<file path="src/rtl/eemw_pkg.sv">
package eemw_pkg;

    localparam int ADDR_W   = 8;
    localparam int DATA_W   = 16;
    localparam int OP_W     = 2;
    localparam int CMD_BITS = 1 + OP_W + ADDR_W;
    localparam int FRAME_W  = CMD_BITS + DATA_W;
    localparam int BL_W     = $clog2(FRAME_W + 1);

    typedef logic [FRAME_W-1:0] frame_t;

    typedef enum logic [1:0] {
        HOP_READ  = 2'd0,
        HOP_WRITE = 2'd1,
        HOP_OPEN  = 2'd2,
        HOP_CLOSE = 2'd3
    } host_op_e;

    localparam logic [OP_W-1:0] DEV_OP_READ  = 2'b10;
    localparam logic [OP_W-1:0] DEV_OP_WRITE = 2'b01;
    localparam logic [OP_W-1:0] DEV_OP_CTRL  = 2'b00;

    typedef enum logic [1:0] {
        CELL_TX,
        CELL_RX,
        CELL_GAP
    } cell_kind_e;

    typedef enum logic [3:0] {
        SQ_IDLE,
        SQ_OPEN,
        SQ_OPEN_GAP,
        SQ_CMD,
        SQ_RECV,
        SQ_CMD_GAP,
        SQ_POLL,
        SQ_POLL_GAP,
        SQ_CLOSE,
        SQ_END_GAP
    } seq_state_e;

    typedef struct packed {
        host_op_e            op;
        logic [ADDR_W-1:0]   addr;
        logic [DATA_W-1:0]   wdata;
    } host_cmd_t;

    // Left-aligned device frame: start bit, opcode, address, data.
    function automatic frame_t build_frame(input logic [OP_W-1:0] op,
                                           input logic [ADDR_W-1:0] addr,
                                           input logic [DATA_W-1:0] data);
        return {1'b1, op, addr, data};
    endfunction

    // Open (address all ones) or close (address all zeros) control frame.
    function automatic frame_t ctrl_frame(input logic open_writes);
        logic [ADDR_W-1:0] a;
        a = open_writes ? {ADDR_W{1'b1}} : {ADDR_W{1'b0}};
        return {1'b1, DEV_OP_CTRL, a, {DATA_W{1'b0}}};
    endfunction

    // Index of the final phase of a bit cell.
    function automatic logic [1:0] last_phase(input cell_kind_e k);
        case (k)
            CELL_TX: return 2'd2;
            CELL_RX: return 2'd1;
            default: return 2'd0;
        endcase
    endfunction

    // Clock level for the phase after phase ph.
    function automatic logic level_after(input cell_kind_e k, input logic [1:0] ph);
        return (k == CELL_TX) && (ph == 2'd0);
    endfunction

endpackage

</file>
<file path="src/rtl/eemw_bitcell.sv">
module eemw_bitcell
    import eemw_pkg::*;
#(
    parameter int HALF_CYC = 125
) (
    input  logic       clk,
    input  logic       rst,
    input  logic       go,
    input  cell_kind_e kind,
    input  logic       tx_bit,
    input  logic       miso,
    output logic       sk,
    output logic       mosi,
    output logic       cell_done,
    output logic       rx_bit
);
    localparam int CNT_W = (HALF_CYC > 1) ? $clog2(HALF_CYC) : 1;
    localparam logic [CNT_W-1:0] CNT_END = CNT_W'(HALF_CYC - 1);

    logic             active;
    cell_kind_e       kind_q;
    logic [1:0]       ph;
    logic [CNT_W-1:0] cnt;
    logic             phase_end;

    assign phase_end = (cnt == CNT_END);

    always_ff @(posedge clk) begin
        if (rst) begin
            active    <= 1'b0;
            kind_q    <= CELL_GAP;
            ph        <= 2'd0;
            cnt       <= '0;
            sk        <= 1'b0;
            mosi      <= 1'b0;
            cell_done <= 1'b0;
            rx_bit    <= 1'b0;
        end else begin
            cell_done <= 1'b0;
            if (!active) begin
                if (go) begin
                    active <= 1'b1;
                    kind_q <= kind;
                    ph     <= 2'd0;
                    cnt    <= '0;
                    mosi   <= (kind == CELL_TX) ? tx_bit : 1'b0;
                    sk     <= (kind == CELL_RX);
                end
            end else if (phase_end) begin
                cnt <= '0;
                if (kind_q == CELL_RX && ph == 2'd0) begin
                    rx_bit <= miso;
                end
                if (ph == last_phase(kind_q)) begin
                    active    <= 1'b0;
                    sk        <= 1'b0;
                    cell_done <= 1'b1;
                end else begin
                    ph <= ph + 2'd1;
                    sk <= level_after(kind_q, ph);
                end
            end else begin
                cnt <= cnt + 1'b1;
            end
        end
    end

    // the clock level is held for the whole of a phase.
    a_r2_sk_hold: assert property (@(posedge clk) disable iff (rst)
        (active && !phase_end) |=> $stable(sk));

    // a cell never begins while the previous one is running.
    a_r2_single_cell: assert property (@(posedge clk) disable iff (rst)
        (active && !phase_end) |=> active);

endmodule

</file>
<file path="src/rtl/eemw_seq.sv">
module eemw_seq
    import eemw_pkg::*;
#(
    parameter int POLL_LIMIT = 2500000
) (
    input  logic              clk,
    input  logic              rst,
    input  logic              cmd_valid,
    input  logic [OP_W-1:0]   cmd_op,
    input  logic [ADDR_W-1:0] cmd_addr,
    input  logic [DATA_W-1:0] cmd_wdata,
    input  logic              cell_done,
    input  logic              rx_bit,
    input  logic              miso,
    output logic              cs,
    output logic              go,
    output cell_kind_e        kind,
    output logic              tx_bit,
    output logic [DATA_W-1:0] rd_data,
    output logic              done,
    output logic              busy,
    output logic              timeout_err
);
    localparam int PC_W = $clog2(POLL_LIMIT + 1);
    localparam logic [PC_W-1:0] POLL_END = PC_W'(POLL_LIMIT - 1);

    seq_state_e        state;
    host_cmd_t         cmd_q;
    frame_t            frame;
    logic [BL_W-1:0]   bits_left;
    logic [DATA_W-1:0] rx_shift;
    logic [PC_W-1:0]   poll_cnt;

    assign tx_bit = frame[FRAME_W-1];

    always_ff @(posedge clk) begin
        if (rst) begin
            state       <= SQ_IDLE;
            cmd_q       <= '0;
            frame       <= '0;
            bits_left   <= '0;
            rx_shift    <= '0;
            poll_cnt    <= '0;
            cs          <= 1'b0;
            go          <= 1'b0;
            kind        <= CELL_GAP;
            rd_data     <= '0;
            done        <= 1'b0;
            busy        <= 1'b0;
            timeout_err <= 1'b0;
        end else begin
            go   <= 1'b0;
            done <= 1'b0;
            unique case (state)
                SQ_IDLE: begin
                    if (cmd_valid) begin
                        cmd_q.op    <= host_op_e'(cmd_op);
                        cmd_q.addr  <= cmd_addr;
                        cmd_q.wdata <= cmd_wdata;
                        busy        <= 1'b1;
                        cs          <= 1'b1;
                        go          <= 1'b1;
                        kind        <= CELL_TX;
                        bits_left   <= BL_W'(CMD_BITS);
                        case (host_op_e'(cmd_op))
                            HOP_READ: begin
                                frame <= build_frame(DEV_OP_READ, cmd_addr, '0);
                                state <= SQ_CMD;
                            end
                            HOP_CLOSE: begin
                                frame <= ctrl_frame(1'b0);
                                state <= SQ_CLOSE;
                            end
                            default: begin
                                frame <= ctrl_frame(1'b1);
                                state <= SQ_OPEN;
                            end
                        endcase
                    end
                end
                SQ_OPEN, SQ_CMD, SQ_CLOSE: begin
                    if (cell_done) begin
                        frame <= frame << 1;
                        if (bits_left != BL_W'(1)) begin
                            bits_left <= bits_left - 1'b1;
                            go        <= 1'b1;
                        end else if (state == SQ_CMD && cmd_q.op == HOP_READ) begin
                            bits_left <= BL_W'(DATA_W);
                            kind      <= CELL_RX;
                            go        <= 1'b1;
                            state     <= SQ_RECV;
                        end else begin
                            cs   <= 1'b0;
                            kind <= CELL_GAP;
                            go   <= 1'b1;
                            case (state)
                                SQ_OPEN: state <= SQ_OPEN_GAP;
                                SQ_CMD:  state <= SQ_CMD_GAP;
                                default: state <= SQ_END_GAP;
                            endcase
                        end
                    end
                end
                SQ_RECV: begin
                    if (cell_done) begin
                        rx_shift <= {rx_shift[DATA_W-2:0], rx_bit};
                        if (bits_left != BL_W'(1)) begin
                            bits_left <= bits_left - 1'b1;
                            go        <= 1'b1;
                        end else begin
                            cs    <= 1'b0;
                            kind  <= CELL_GAP;
                            go    <= 1'b1;
                            state <= SQ_END_GAP;
                        end
                    end
                end
                SQ_OPEN_GAP: begin
                    if (cell_done) begin
                        if (cmd_q.op == HOP_WRITE) begin
                            cs        <= 1'b1;
                            frame     <= build_frame(DEV_OP_WRITE, cmd_q.addr, cmd_q.wdata);
                            bits_left <= BL_W'(FRAME_W);
                            kind      <= CELL_TX;
                            go        <= 1'b1;
                            state     <= SQ_CMD;
                        end else begin
                            done  <= 1'b1;
                            busy  <= 1'b0;
                            state <= SQ_IDLE;
                        end
                    end
                end
                SQ_CMD_GAP: begin
                    if (cell_done) begin
                        cs       <= 1'b1;
                        poll_cnt <= '0;
                        state    <= SQ_POLL;
                    end
                end
                SQ_POLL: begin
                    if (miso || poll_cnt == POLL_END) begin
                        if (!miso) begin
                            timeout_err <= 1'b1;
                        end
                        cs    <= 1'b0;
                        kind  <= CELL_GAP;
                        go    <= 1'b1;
                        state <= SQ_POLL_GAP;
                    end else begin
                        poll_cnt <= poll_cnt + 1'b1;
                    end
                end
                SQ_POLL_GAP: begin
                    if (cell_done) begin
                        cs        <= 1'b1;
                        frame     <= ctrl_frame(1'b0);
                        bits_left <= BL_W'(CMD_BITS);
                        kind      <= CELL_TX;
                        go        <= 1'b1;
                        state     <= SQ_CLOSE;
                    end
                end
                SQ_END_GAP: begin
                    if (cell_done) begin
                        if (cmd_q.op == HOP_READ) begin
                            rd_data <= rx_shift;
                        end
                        done  <= 1'b1;
                        busy  <= 1'b0;
                        state <= SQ_IDLE;
                    end
                end
                default: state <= SQ_IDLE;
            endcase
        end
    end

    // reset leaves the device deselected and the host side quiet.
    a_r1_reset_quiet: assert property (@(posedge clk)
        rst |=> (!cs && !busy && !done && !timeout_err));

    // done lasts a single cycle.
    a_r7_done_pulse: assert property (@(posedge clk) disable iff (rst)
        done |=> !done);

    // busy only ends together with done.
    a_r7_busy_ends_done: assert property (@(posedge clk) disable iff (rst)
        $fell(busy) |-> done);

    // done never overlaps busy.
    a_r7_done_not_busy: assert property (@(posedge clk) disable iff (rst)
        done |-> !busy);

    // the timeout flag is sticky.
    a_r6_err_sticky: assert property (@(posedge clk) disable iff (rst)
        timeout_err |=> timeout_err);

    // a strobe during a command leaves the latched command untouched.
    a_r8_cmd_held: assert property (@(posedge clk) disable iff (rst)
        (busy && cmd_valid) |=> $stable(cmd_q));

endmodule

</file>
<file path="src/rtl/eeprom_mw_ctrl.sv">
module eeprom_mw_ctrl
    import eemw_pkg::*;
#(
    parameter int HALF_CYC   = 125,
    parameter int POLL_LIMIT = 2500000
) (
    input  logic        clk,
    input  logic        rst,
    input  logic        cmd_valid,
    input  logic [1:0]  cmd_op,
    input  logic [7:0]  cmd_addr,
    input  logic [15:0] cmd_wdata,
    output logic [15:0] rd_data,
    output logic        done,
    output logic        busy,
    output logic        timeout_err,
    output logic        ee_cs,
    output logic        ee_sk,
    output logic        ee_mosi,
    input  logic        ee_miso
);
    logic       cell_go;
    cell_kind_e cell_kind;
    logic       cell_tx;
    logic       cell_done;
    logic       cell_rx;

    eemw_seq #(
        .POLL_LIMIT (POLL_LIMIT)
    ) seq_i (
        .clk         (clk),
        .rst         (rst),
        .cmd_valid   (cmd_valid),
        .cmd_op      (cmd_op),
        .cmd_addr    (cmd_addr),
        .cmd_wdata   (cmd_wdata),
        .cell_done   (cell_done),
        .rx_bit      (cell_rx),
        .miso        (ee_miso),
        .cs          (ee_cs),
        .go          (cell_go),
        .kind        (cell_kind),
        .tx_bit      (cell_tx),
        .rd_data     (rd_data),
        .done        (done),
        .busy        (busy),
        .timeout_err (timeout_err)
    );

    eemw_bitcell #(
        .HALF_CYC (HALF_CYC)
    ) cell_i (
        .clk       (clk),
        .rst       (rst),
        .go        (cell_go),
        .kind      (cell_kind),
        .tx_bit    (cell_tx),
        .miso      (ee_miso),
        .sk        (ee_sk),
        .mosi      (ee_mosi),
        .cell_done (cell_done),
        .rx_bit    (cell_rx)
    );

    // no clock edge reaches a deselected device.
    a_r10_sk_needs_cs: assert property (@(posedge clk) disable iff (rst)
        !ee_cs |-> !ee_sk);

    // serial lines idle after reset.
    a_r1_lines_idle: assert property (@(posedge clk)
        rst |=> (!ee_sk && !ee_mosi));

endmodule

</file>
<file path="config.mk">
export PLATFORM = sky130hd
export DESIGN_NAME = eeprom_mw_ctrl
export DESIGN_NICKNAME = d
export VERILOG_FILES = /design/src/rtl/eemw_pkg.sv /design/src/rtl/eemw_bitcell.sv /design/src/rtl/eemw_seq.sv /design/src/rtl/eeprom_mw_ctrl.sv
export SDC_FILE = /design/constraint.sdc
export NUM_CORES = 1
export LEC_CHECK = 0
export CORE_AREA = 10 10 175 136
export CTS_CLUSTER_DIAMETER = 150
export CTS_CLUSTER_SIZE = 40
export DETAILED_ROUTE_END_ITERATION = 6
export DIE_AREA = 0 0 185 146
export PLACE_DENSITY = 0.52
export SLEW_MARGIN = 20
export SYNTH_ARGS = -nofsm -noshare
export SYNTH_HDL_FRONTEND = slang
export SYNTH_SLANG_ARGS = --single-unit
</file>
<file path="constraint.sdc">
create_clock -name clk -period 2.6 [get_ports clk]
set_clock_uncertainty 0.2 [all_clocks]
set_input_delay 0.52 -clock clk [delete_from_list [all_inputs] [get_ports clk]]
set_output_delay 0.52 -clock clk [all_outputs]
set_load 0.03 [all_outputs]
</file>
== After elaboration in Yosys (flattened, before gate mapping) ==
Cells that the tools add are included.

* Bits in registers: 139
* Input bits: 30
* Logic and storage cells: 193

* Add/subtract/negate cells: 4
* Equal/unequal tests: 36
* Mux-type cells: 91
* Bitwise gates (word level): 3
* Reduce and logical (&&, ||, !) cells: 36

{| class="wikitable"
|+ Operator list
! operator !! count
|-
| $mux 27 || 5
|-
| $pmux 27 s4 || 1
|-
| $pmux 26 s2 || 1
|-
| $mux 5 || 9
|-
| $mux 22 || 2
|-
| $mux 4 || 11
|-
| $pmux 22 s2 || 1
|-
| $mux 2 || 18
|-
| $pmux 4 s8 || 1
|-
| $mux 1 || 30
|-
| $pmux 5 s5 || 1
|-
| $add 22x1->22 const B || 1
|-
| $eq 22x22->1 const B || 1
|-
| $mux 7 || 3
|-
| $ne 2x1->1 const B || 10
|-
| $reduce_and 10->1 || 2
|-
| $eq 4x3->1 const B || 4
|-
| $ne 2x2->1 const B || 8
|-
| $pmux 4 s2 || 2
|-
| $reduce_and 3->1 || 5
|-
| $pmux 2 s6 || 1
|-
| $reduce_bool 6->1 || 2
|-
| $reduce_and 11->1 || 1
|-
| $logic_not 2->1 || 5
|-
| 32 further kinds || 45
|}

== Logic depth before layout (Yosys ltp) ==
* Depth in word-level cells: 9
* Mapped depth: 10
* Depth with buffers taken out: 8

== By module ==
From an unflattened synthesis, not the netlist that was laid out.

* Cell total of the unflattened synthesis: 787
* Area, all modules: 6473.7 µm²

{| class="wikitable"
|+ Modules (own cells, without submodules)
! module !! times used !! cells each !! area each (µm²) !! seq. area each (µm²)
|-
| eemw_seq || 1 || 690 || 5647.9 || 2462.4
|-
| eemw_bitcell || 1 || 97 || 825.8 || 320.3
|}

== Least setup slack after synthesis ==
Ideal clock, no wire load.

* Path kind: reg-to-reg
* From: reg seq_i.poll_cnt[0]
* To: reg seq_i.cs
* Setup time: 0.070 ns
* Arrival time: 2.219 ns
* Required time: 2.330 ns
* Setup slack: 0.110 ns
* Cell stages (with the launch flop): 9
* Path buffers: 1
* Period minus slack after synthesis: 2.490 ns
* Path through: dfxtp_1 -> ha_1 -> and4_1 -> nand4_1 -> o21a_1 -> or4b_1 -> buf_2 -> or3_1 -> a21oi_1

* Cells in the longest elaborated chain, start to end: 4

{| class="wikitable"
|+ Ends and longest elaborated chain
! item !! RTL line !! RTL
|-
| from (decl) || eemw_seq.sv:32 || <nowiki>logic [PC_W-1:0] poll_cnt;</nowiki>
|-
| from (signal assigned) || eemw_seq.sv:151 || <nowiki>poll_cnt <= poll_cnt + 1'b1;</nowiki>
|-
| $eq 22x22->1 || eemw_seq.sv:142 || <nowiki>if (miso || poll_cnt == POLL_END) begin</nowiki>
|-
| $logic_or 1x1->1 || eemw_seq.sv:142 ||
|-
| $ne 2x1->1 (no line) || -- ||
|-
| $reduce_and 11->1 (no line) || -- ||
|-
| to (signal assigned) || eemw_seq.sv:136 || <nowiki>cs <= 1'b1;</nowiki>
|-
| to (signal assigned) || eemw_seq.sv:146 || <nowiki>cs <= 1'b0;</nowiki>
|-
| to (signal assigned) || eemw_seq.sv:156 || <nowiki>cs <= 1'b1;</nowiki>
|-
| to (decl) || eemw_seq.sv:15 || <nowiki>output logic cs,</nowiki>
|}

Every way passes these cells.
A chain may end at the register's enable or synchronous reset.

== Worst setup path after layout ==
* From: reg seq_i.state[3]
* To: reg seq_i.cs

* Cells in the longest elaborated chain, start to end: 4

{| class="wikitable"
|+ Ends and longest elaborated chain
! item !! RTL line !! RTL
|-
| from (decl) || eemw_seq.sv:27 || <nowiki>seq_state_e state;</nowiki>
|-
| from (signal assigned) || eemw_seq.sv:38 || <nowiki>state <= SQ_IDLE;</nowiki>
|-
| from (signal assigned) || eemw_seq.sv:68 || <nowiki>state <= SQ_CMD;</nowiki>
|-
| from (signal assigned) || eemw_seq.sv:72 || <nowiki>state <= SQ_CLOSE;</nowiki>
|-
| $eq 4x4->1, or another cell as far along || eemw_seq.sv:54 || <nowiki>unique case (state)</nowiki>
|-
| $reduce_or 3->1, or another cell as far along || eemw_seq.sv:54 ||
|-
| $reduce_bool 6->1 (no line), or another cell as far along || -- ||
|-
| $reduce_and 11->1 (no line) || -- ||
|-
| to (signal assigned) || eemw_seq.sv:44 || <nowiki>cs <= 1'b0;</nowiki>
|-
| to (signal assigned) || eemw_seq.sv:61 || <nowiki>cs <= 1'b1;</nowiki>
|-
| to (signal assigned) || eemw_seq.sv:93 || <nowiki>cs <= 1'b0;</nowiki>
|}

Parallel ways exist; a longest one is shown, timed or not.

==> results by group <==
Detailed routing
  • Drt drc: 0
  • Vias: 5610
  • Routed len/inst: 14.12 microns
  • First-pass iteration count of the detailed router: 4
  • Detail-routed via count per cell: 4.908
  • DR iter-0 viols: 357
  • WL final: 16140 microns
  • Post-DRT Antenna Nets: 0

Placed design
  • GPL Wtd Cong: 0.8175
  • Detailed Place HPWL: 10940 microns
  • Cell Area, Placed: 0.007402 sq mm
  • Worst slack, placed: -0.1607 ns
  • IO buf count: 51

STA
  • PnR worst setup slack: 0.08490 ns
  • # setup viols final: 0
  • Maximum clock rate: 397.6 MHz
  • Hold Vio Cnt, Final: 0
  • Slew @ Worst Pin: 0.6086 ns
  • Crit share post-route: 96.73%
  • Pins Over Slew Limit: 0
  • Rel. slew slack: 59.11%
  • Min Tclk post-route: 2.515 ns
  • RSZ-0062 raised after global routing: yes

Die
  • Core area: 0.02060 sq mm
  • Die width: 185 microns
  • Die H: 146 microns
  • Die ar.: 0.02701 sq mm
  • Num rows: 46
  • Starting Density: 30.23%
  • IO Pins: 52

Synth
  • Synthesized area: 0.006228 sq mm
  • Cell count after synthesis: 781
  • Distinct cells, synth: 62
  • Seq/Total Area, Yosys: 44.68%
  • Yosys top cell by area: dfxtp_1
  • Main synth FF type: dfxtp_1
  • Yosys warning count: 0
  • Post-Syn Area per Cell: 7.975 sq um
  • EDFF count, synth: 0
  • Syn nets: 817
  • FF+latch count, synth: 139
  • Share of the synthesized area in the top cell type: 44.68%
  • Top post-synthesis cells by area: dfxtp_1 (45%), nand2_1 (8.1%), a21oi_1 (7.4%), nor2_1 (5.1%), nor3_1 (3.5%)
  • FFs w/ async S/R, synth: 0%

Worst setup path
  • Element type at the critical path end: register
  • Crit path kind: register to register
  • Critical Path Start Type: register
  • CP Max Fanout: 9
  • Required @ worst endpoint: 2.75 ns
  • Crit path DAT: 2.67 ns

GRT
  • Tot GR Track Use: 11.95%
  • Antenna violations before repair: 0
  • Global-route wire length before repair: 26900 microns
  • Vias in the first global route: 5232
  • Largest net degree at the start of global routing: 79
  • Grt total ovfl: 0

Clock tree
  • CTS tree: done
  • CTS Buf Count: 17
  • H-tree Lvls: 4
  • Hold Buf Count CTS: 0
  • Worst-skew pair later-pin latency: 0.42 ns
  • Sink Count: 139
  • CTS clk-pin slew, worst paths: 0.06 ns
  • Clk buf depth: 2
  • Clk root buf: clkbuf_16

Layout
  • Fill count: 2128
  • Layout Utilization: 39.05%
  • Sequential Area: 0.002783 sq mm
  • Share of cells above drive strength 1: 13.54%
  • Ant diodes: 0
  • Final instance area: 0.008045 sq mm
  • Footprint of the multi-input gates: 0.003176 sq mm
  • Fin nets: 902
  • Area delta synth->final: 29.17%

Status
  • Outcome: finished, final reports clean

Power and ir drop
  • VDD IR max: 0.3281 mV
  • Power density cells: 1001 mW/mm^2
  • Lkg Pwr: 2.852 nW

Hold path
  • Worst Hold Class: primary input to register

Job
  • Max Cap Viol: 0
-- cells in the mapped netlist (8+ instances only) --
cell / instances
dfxtp_1: 139
nand2_1: 135
a21oi_1: 92
nor2_1: 85
clkbuf_1: 43
nor3_1: 43
o21ai_0: 20
a211oi_1: 18
nand3_1: 17
a221oi_1: 15
inv_1: 15
xnor2_1: 14
nand2b_1: 9
a222oi_1: 8
-- critical path, cell delays in order, from the launching register on --
cell and delay (ns):
dfxtp_1 0.55, nor4b_2 0.13, buf_4 0.16, a32o_1 0.22, nor3_2 0.20, or4b_4 0.49
or3_1 0.38, a21oi_1 0.12
-- per-stage QoR --
stage                TNS, ns  total power [mW]  cells  hold WS, ns
global route        -0.04840             8.583   1143       0.1562
global placement      -1.610             5.493   1110       0.2442
CTS                        0             8.116   1142       0.1519
finish                     0             8.054   1143       0.1723
floorplan                  0             4.515    781       0.2315
detailed placement    -1.750             5.481   1110       0.2476
-- kinds of logic (layout without fill, tap and decap cells) --
| group | count (synthesis) | count (layout) | share of synthesized area (%) |
|---|---|---|---|
| DFF | 139 | 139 | 44.68 |
| AOI/OAI and AO/OA | 192 | 192 | 19.59 |
| muxes | 8 | 8 | 1.306 |
| buffers and inverters | 70 | 168 | 4.540 |
| adders and majority gates | 6 | 6 | 1.205 |
| xor gates and xnor gates | 20 | 20 | 2.812 |
| and+or+nand+nor | 346 | 346 | 25.87 |
-- layer usage --
layer  GRT usage, %  vias to the layer above  routed length [microns]
met2          17.07                       84                     6622
li1               -                     2942                        -
met3          3.268                       14                      698
met4          3.406                        0                      165
met1          16.98                     2570                     8655
met5              0                        -                        0
-- what timing repair did --
item,CTS,global route
setup endpoints to repair,0,8
buffers inserted,0,1
gates resized for setup,0,2
-- worst paths after layout --
check	from	to	slack [ns]	cells after the start
min	rst	seq_i.cmd_q[24]$_SDFFE_PP0P_	0.17	2
max reg2reg	seq_i.state[3]$_SDFFE_PP0P_	seq_i.cs$_SDFFE_PP0P_	0.08	7
max	seq_i.state[3]$_SDFFE_PP0P_	seq_i.cs$_SDFFE_PP0P_	0.08	7
min reg2reg	seq_i.rd_data[6]$_SDFFE_PP0P_	seq_i.rd_data[6]$_SDFFE_PP0P_	0.25	2
-- report_power, final --
| part | switching [mW] | internal, mW |
|---|---|---|
| logic | 1.49 | 1.21 |
| registers | 0.259 | 2.50 |
| clock network | 1.01 | 1.59 |
-- area by class of cell --
class | instances | share of cell area [%]
multi-input cells | 572 | 39.47
clock buffers | 19 | 5.630
inverters | 15 | 0.6998
well taps | 264 | 4.106
clock inverters | 13 | 2.193
repair buffers | 121 | 13.31
flip-flops and latches | 139 | 34.59
-- registers in the layout, indices dropped and copies added (netlist names), 2 cells and up --
| register | count |
|---|---|
| cell_i.cnt | 7 |
| cell_i.kind_q | 2 |
| cell_i.ph | 2 |
| seq_i.bits_left | 5 |
| seq_i.cmd_q | 26 |
| seq_i.frame | 27 |
| seq_i.kind | 2 |
| seq_i.poll_cnt | 22 |
| seq_i.rd_data | 16 |
| seq_i.rx_shift | 16 |
| seq_i.state | 4 |
-- placed cells by master, fill, tap and decap left out, drive strengths merged, types with 7 or more instances in the layout --
master,instances
nand4,7
nor2,85
a21oi,92
clkdlybuf4s50,50
nor3,45
nor2b,7
nand2,135
xnor2,14
clkbuf,19
dfxtp,139
inv,22
o21ai,21
a222oi,8
mux2i,7
a221oi,15
buf,71
nand3,17
nand2b,9
a211oi,18
Power figures use the tool's default switching activity.
